File: src/rtl/aud_csr_pkg.sv
package aud_csr_pkg;
    localparam int CSR_W     = 32;
    localparam int N_STICKY  = 3;
    localparam int N_LIVE    = 2;
    localparam int N_FLAG    = N_STICKY + N_LIVE;
    localparam int RUN_BIT   = 0;
    localparam int DMA_BIT   = 1;
    localparam int IE_LSB    = 8;
    localparam int FLAG_OFS  = 8;
    localparam int FLAG_LSB  = IE_LSB + FLAG_OFS;
    localparam int LIVE_LSB  = FLAG_LSB + N_STICKY;
    localparam int SRST_BIT  = 24;
    localparam int FRST_BIT  = 25;
endpackage

File: src/rtl/aud_csr_sticky.sv
module aud_csr_sticky #(
    parameter int N = 3
) (
    input  logic         clk,
    input  logic         rst_n,
    input  logic         hold,
    input  logic [N-1:0] set_i,
    input  logic [N-1:0] clr_i,
    output logic [N-1:0] flag_o
);
    typedef struct packed {
        logic [N-1:0] flg;
    } st_t;

    st_t cur_q, nxt_d;

    always_comb begin
        nxt_d = cur_q;
        if (hold) begin
            nxt_d.flg = '0;
        end else begin
            nxt_d.flg = (cur_q.flg & ~clr_i) | set_i;
        end
    end

    always_ff @(posedge clk or negedge rst_n) begin
        if (!rst_n) cur_q <= '0;
        else        cur_q <= nxt_d;
    end

    assign flag_o = cur_q.flg;

    // an arriving event is never lost, even against a clear
    a_r3_event_wins: assert property (@(posedge clk) disable iff (!rst_n)
        (|set_i && !hold) |=> ((flag_o & $past(set_i)) == $past(set_i)));

    // a clear without a matching event empties the flag
    a_r2_w1c_clears: assert property (@(posedge clk) disable iff (!rst_n)
        (|(clr_i & ~set_i)) |=> ((flag_o & $past(clr_i & ~set_i)) == '0));

    // a flag does not drop without a clear or hold
    a_r2_sticky_hold: assert property (@(posedge clk) disable iff (!rst_n)
        (!hold && clr_i == '0) |=> ((flag_o & $past(flag_o)) == $past(flag_o)));
endmodule

File: src/rtl/aud_csr_run.sv
module aud_csr_run (
    input  logic clk,
    input  logic rst_n,
    input  logic hold,
    input  logic wr,
    input  logic wr_val,
    input  logic frame_end,
    output logic req_o,
    output logic act_o
);
    typedef struct packed {
        logic req;
        logic act;
    } st_t;

    st_t cur_q, nxt_d;

    always_comb begin
        nxt_d = cur_q;
        if (hold) begin
            nxt_d = '0;
        end else begin
            if (wr)        nxt_d.req = wr_val;
            if (frame_end) nxt_d.act = nxt_d.req;
        end
    end

    always_ff @(posedge clk or negedge rst_n) begin
        if (!rst_n) cur_q <= '0;
        else        cur_q <= nxt_d;
    end

    assign req_o = cur_q.req;
    assign act_o = cur_q.act;

    // an active transfer runs on until a frame boundary
    a_r8_stop_at_frame: assert property (@(posedge clk) disable iff (!rst_n)
        (act_o && !frame_end && !hold) |=> act_o);

    // a transfer only starts on a frame boundary
    a_r7_start_at_frame: assert property (@(posedge clk) disable iff (!rst_n)
        (!act_o && !frame_end) |=> !act_o);
endmodule

File: src/rtl/aud_csr_irq.sv
module aud_csr_irq #(
    parameter int N = 5
) (
    input  logic         clk,
    input  logic         rst_n,
    input  logic [N-1:0] flag_i,
    input  logic [N-1:0] ie_i,
    output logic         irq_o
);
    logic [N-1:0] gated;

    for (genvar k = 0; k < N; k++) begin : g_gate
        assign gated[k] = flag_i[k] & ie_i[k];
    end

    assign irq_o = |gated;

    // no interrupt can come out with every enable off
    a_r5_irq_needs_enable: assert property (@(posedge clk) disable iff (!rst_n)
        (ie_i == '0) |-> !irq_o);

    // no interrupt without a pending flag
    a_r5_irq_needs_flag: assert property (@(posedge clk) disable iff (!rst_n)
        (flag_i == '0) |-> !irq_o);
endmodule

File: src/rtl/aud_dir_csr.sv
module aud_dir_csr
    import aud_csr_pkg::*;
(
    input  logic             clk,
    input  logic             rst_n,
    input  logic             wr_en,
    input  logic [CSR_W-1:0] wr_data,
    output logic [CSR_W-1:0] rd_data,
    input  logic             ev_word,
    input  logic             ev_sync_err,
    input  logic             ev_fifo_err,
    input  logic             fifo_lvl,
    input  logic             fifo_wm,
    input  logic             frame_end,
    output logic             irq,
    output logic             dma_req,
    output logic             fifo_rst,
    output logic             xfer_en,
    output logic             sw_rst
);
    typedef struct packed {
        logic              dma;
        logic [N_FLAG-1:0] ie;
        logic              srst;
        logic              frst;
    } ctl_t;

    ctl_t ctl_q, ctl_d;

    logic                hold;
    logic                wr_ok;
    logic [N_STICKY-1:0] ev_vec;
    logic [N_STICKY-1:0] clr_vec;
    logic [N_STICKY-1:0] sticky;
    logic [N_FLAG-1:0]   all_flags;
    logic                run_req;
    logic                run_act;

    assign wr_ok  = wr_en & ~ctl_q.srst;
    assign ev_vec = {ev_fifo_err, ev_sync_err, ev_word};

    always_comb begin
        ctl_d      = ctl_q;
        ctl_d.frst = 1'b0;
        if (wr_en) ctl_d.srst = wr_data[SRST_BIT];
        if (ctl_d.srst || ctl_q.srst) begin
            ctl_d.dma = 1'b0;
            ctl_d.ie  = '0;
        end else if (wr_en) begin
            ctl_d.dma  = wr_data[DMA_BIT];
            ctl_d.ie   = wr_data[IE_LSB +: N_FLAG];
            ctl_d.frst = wr_data[FRST_BIT];
        end
    end

    always_ff @(posedge clk or negedge rst_n) begin
        if (!rst_n) ctl_q <= '0;
        else        ctl_q <= ctl_d;
    end

    assign hold    = ctl_d.srst | ctl_q.srst;
    assign clr_vec = wr_ok ? wr_data[FLAG_LSB +: N_STICKY] : '0;

    aud_csr_sticky #(.N(N_STICKY)) i_sticky (
        .clk    (clk),
        .rst_n  (rst_n),
        .hold   (hold),
        .set_i  (ev_vec),
        .clr_i  (clr_vec),
        .flag_o (sticky)
    );

    aud_csr_run i_run (
        .clk       (clk),
        .rst_n     (rst_n),
        .hold      (hold),
        .wr        (wr_ok),
        .wr_val    (wr_data[RUN_BIT]),
        .frame_end (frame_end),
        .req_o     (run_req),
        .act_o     (run_act)
    );

    assign all_flags = {fifo_wm, fifo_lvl, sticky};

    aud_csr_irq #(.N(N_FLAG)) i_irq (
        .clk    (clk),
        .rst_n  (rst_n),
        .flag_i (all_flags),
        .ie_i   (ctl_q.ie),
        .irq_o  (irq)
    );

    always_comb begin
        rd_data                       = '0;
        rd_data[RUN_BIT]              = run_req | run_act;
        rd_data[DMA_BIT]              = ctl_q.dma;
        rd_data[IE_LSB +: N_FLAG]     = ctl_q.ie;
        rd_data[FLAG_LSB +: N_FLAG]   = all_flags;
        rd_data[SRST_BIT]             = ctl_q.srst;
    end

    assign dma_req  = ctl_q.dma & fifo_wm;
    assign fifo_rst = ctl_q.frst;
    assign xfer_en  = run_act;
    assign sw_rst   = ctl_q.srst;

    // the FIFO reset pulse follows a command write and lasts one cycle
    a_r6_frst_from_write: assert property (@(posedge clk) disable iff (!rst_n)
        fifo_rst |-> $past(wr_en && wr_data[FRST_BIT]));
    a_r6_frst_single: assert property (@(posedge clk) disable iff (!rst_n)
        (fifo_rst && !(wr_en && wr_data[FRST_BIT])) |=> !fifo_rst);

    // while held in software reset, control state stays cleared
    a_r9_hold_clears: assert property (@(posedge clk) disable iff (!rst_n)
        sw_rst |-> (!dma_req && !xfer_en && !fifo_rst && !irq));

    // a DMA request always comes with the watermark
    a_r10_dma_needs_wm: assert property (@(posedge clk) disable iff (!rst_n)
        dma_req |-> fifo_wm);
endmodule

File: config.mk
export PLATFORM = sky130hd
export DESIGN_NAME = aud_dir_csr
export DESIGN_NICKNAME = d
export VERILOG_FILES = /design/src/rtl/aud_csr_pkg.sv /design/src/rtl/aud_csr_sticky.sv /design/src/rtl/aud_csr_run.sv /design/src/rtl/aud_csr_irq.sv /design/src/rtl/aud_dir_csr.sv
export SDC_FILE = /design/constraint.sdc
export NUM_CORES = 1
export LEC_CHECK = 0
export ABC_AREA = 0
export BUFFER_PORTS_ARGS = -buffer_cell sky130_fd_sc_hd__buf_2
export CORE_UTILIZATION = 30
export DETAILED_ROUTE_END_ITERATION = 16
export GPL_ROUTABILITY_DRIVEN = 0
export PLACE_DENSITY = 0.7
export SLEW_MARGIN = 40
export SYNTH_ARGS = -nofsm -noshare
export SYNTH_HDL_FRONTEND = slang
export SYNTH_SLANG_ARGS = --single-unit
File: constraint.sdc
create_clock -name clk -period 1.34 [get_ports clk]
set_input_delay 0.268 -clock clk [delete_from_list [all_inputs] [get_ports clk]]
set_output_delay 0.268 -clock clk [all_outputs]
set_load 0.02 [all_outputs]
==> summary.md <==
| Metric | Value |
|---|---|
| Status | finished, violations left |
| Failing checks | negative setup slack |
| Vias per Instance | approximately 4.3 |
| Peak supply drop | about 550 uV |
| Die Wd | roughly 52 um |
| Cell taking the most area after synthesis | dfrtp_1 |
| Netlist cell types | 20 |
| Endpoints failing setup | 1 |
| Count leader, synth | buf_4 |
| Area delta synth->final | 23.61% |
| R2r startpoint | sw_rst |
| Top FF cell, synth | dfrtp_1 |
| Final #Nets | about 160 |
| Final min period | 1.607 ns |
| Static Leak | 0.5487 nW |
| Hold Startpoint | frame_end |
| Final period util | 119.9% |
| PwrDens | between 900 and 1000 nW/um^2 |
| CP cell instances | a222oi_1 > nand2_1 > buf_2 |
| Row count | 17 |
| IO Port Bufs | 38 |
| WP data required | roughly 1.1 ns |
| Crit path max-delay cell type | a222oi_1 |
| CTS max path bufs | 2 |
| Mapped Cells | about 80 |
| Wire per inst | roughly 11 um |
| Worst EP arrival | ~1.3 ns |
| Sequential-to-total area share from yosys stat | between 40% and 50% |
| Pin count of the biggest net entering global routing | 15 |
| CP Max Fanout | 2 |
| Synth area leaders | dfrtp_1, buf_4, a21oi_1 |
| Utilization after layout | about two fifths |
| Post-detail-place hpwl | 1215 um |
| CTS tree | built |
| Reg2reg setup slack | 0.26 ns |
| Most frequent cells after synthesis | buf_4, dfrtp_1, nor2_1, a21oi_1, nor2b_1 |
| Share of post-route cells with drive strength above 1 | 40.50% |
| Overall routing resource usage | a little over an eighth |
| Ports | just under 80 |
| Crit end category | output port |
| Worst-path clk slew | 0.08 ns |
| Vert. Die Dim | between 50 and 60 um |
| F_max | between 0.6 and 0.7 GHz |
| Setup TNS Final | -0.2665 ns |
| Hold Path Cell Cnt | 2 |
| First-pass GRT wire length | 2691 um |
| Worst Setup Start Kind | flip-flop |
| Reg2Reg Depth | 3 |
| Final hold vios | 0 |
| Antenna Nets Post-Route | 0 |
| Cts bufs inserted | 3 |
| H-tree depth | 1 |
| RSZ-0062 raised after global routing | true |
| Max Cap Viol | 0 |
| Synth top area share | between 40% and 50% |
| Worst Hold Path EP | i_run.act_o |
| EDFF count, synth | 0 |
| Hold Slack | around 0.18 ns |
| WP buf/inv | 1 |
| Worst path max stage delay | between 0.4 and 0.5 ns |
| Flops & latches, synth | 13 |
| Placed insts | 143 |
| Via Count | between 600 and 700 |
| Initial Util | roughly 33% |
| Async S/R FF share, synth | between 90% and 100% |
| Largest delay share family, worst path | compound AO/OA/AOI/OAI gates |
| Final Max Slew Viols | 0 |
| DIE AREA | about 2700 sq um |
| Critical Setup Path Class | flip-flop to output port |
| Worst skew pair latency | 0.27 ns |
| Worst Hold Class | input pin to flip-flop |
| Vias in the first global route | between 500 and 600 |
| CTS root buf | clkbuf_4 |
| Residual DRC count | 0 |
| Antenna Diode Count | 0 |
| Starting DRT DRC Count | 4 |
| Core Area | about 2300 sq um |
| Worst Setup Slack, final | -0.2665 ns |
| Post-Syn Area | between 700 and 800 sq um |
| Clock skew | 0.002570 ns |
| YS warnings | 0 |
| Avg Cell Area, Syn | approximately 9.4 sq um |
| Grt ovf | 0 |
| Initial antenna violation count | 0 |
| DRT Pass-1 Iters | 4 |
| CTS sink count | 13 |
| # fillers | between 200 and 250 |
| Non-filler cells, final | around 150 |
| R2r endpoint | i_run.act_o |
| WL final | roughly 1600 um |
## state kept, by name (all words and copies together), names as in the netlist
signal	flops
rd_data	6
i_sticky.flag_o	3
fifo_rst	1
i_run.act_o	1
i_run.req_o	1
sw_rst	1
## worst max path at each step
stage	from	endpoint	slack [ns]	depth (start not counted)
floorplan	rd_data[8]	irq	0.1	2
global placement	rd_data[8]	irq	0.03	3
detailed placement	rd_data[8]	irq	0.03	3
CTS	rd_data[8]	irq	-0.27	3
global route	rd_data[8]	irq	-0.35	3
finish	rd_data[8]	irq	-0.27	3
## worst reg2reg max path, stage by stage (launching register included)
cell      delay (ns)
dfrtp_2         0.50
nor2b_4         0.15
mux2i_1         0.22
a211oi_2        0.09
## per-layer routing
layer	up-vias	wire length (um)	global-route usage (%)
li1	306	-	-
met1	290	736	18.64
met2	47	712	21.31
met3	0	142	2.899
met4	0	0	3.947
met5	-	0	0
## layout by cell type, fill, tap and decap left out, drive strengths merged
cell type / count
and2b: 2
nand2: 4
or2: 1
dlygate4sd3: 1
mux2i: 1
and2: 1
a21oi: 10
a21o: 1
dfrtp: 13
a22oi: 1
a211oi: 1
a222oi: 1
clkbuf: 4
nor2: 11
mux2: 1
conb: 19
buf: 41
and3b: 1
nor2b: 7
## cell type report
type                    count  area (sq um)  area share, %
repair buffers             42         229.0          24.27
well taps                  28         35.03          3.714
multi-input cells          62         326.6          34.62
clock buffers               4         26.28          2.785
flip-flops and latches     13         326.6          34.62
## power breakdown
group / total, mW / switching [mW] / internal (mW)
Clock: 0.242 / 0.127 / 0.115
Combinational: 0.255 / 0.163 / 0.0928
Sequential: 0.443 / 0.0259 / 0.417
## per-stage QoR
stage	total power [mW]	setup slack, ns	area (sq um)
after floorplan	0.6550	0.09829	830.8
after global placement	0.6901	0.03119	889.6
after detailed placement	0.6956	0.03185	889.6
after CTS	0.9504	-0.2742	935.9
after global routing	1.004	-0.3484	943.4
final	0.9401	-0.2665	943.4
## kinds of logic after synthesis
family                 count (synthesis)  synth area share, %
flip-flops                            13                42.62
other                                  1               0.4913
AO/OA/AOI/OAI                         14                11.48
AND/OR/NAND/NOR                       27                18.85
buffers and inverters                 24                23.77
multiplexers                           2                2.787
## what timing repair did
item,4_1_cts,5_1_grt
resized for setup,4,0
endpoints found under the hold margin,13,0
endpoints found under the setup margin,4,2
hold buffers,1,0
setup buffers,0,1
pin swaps,0,0
No activity file was read; power rests on OpenSTA's default activity.
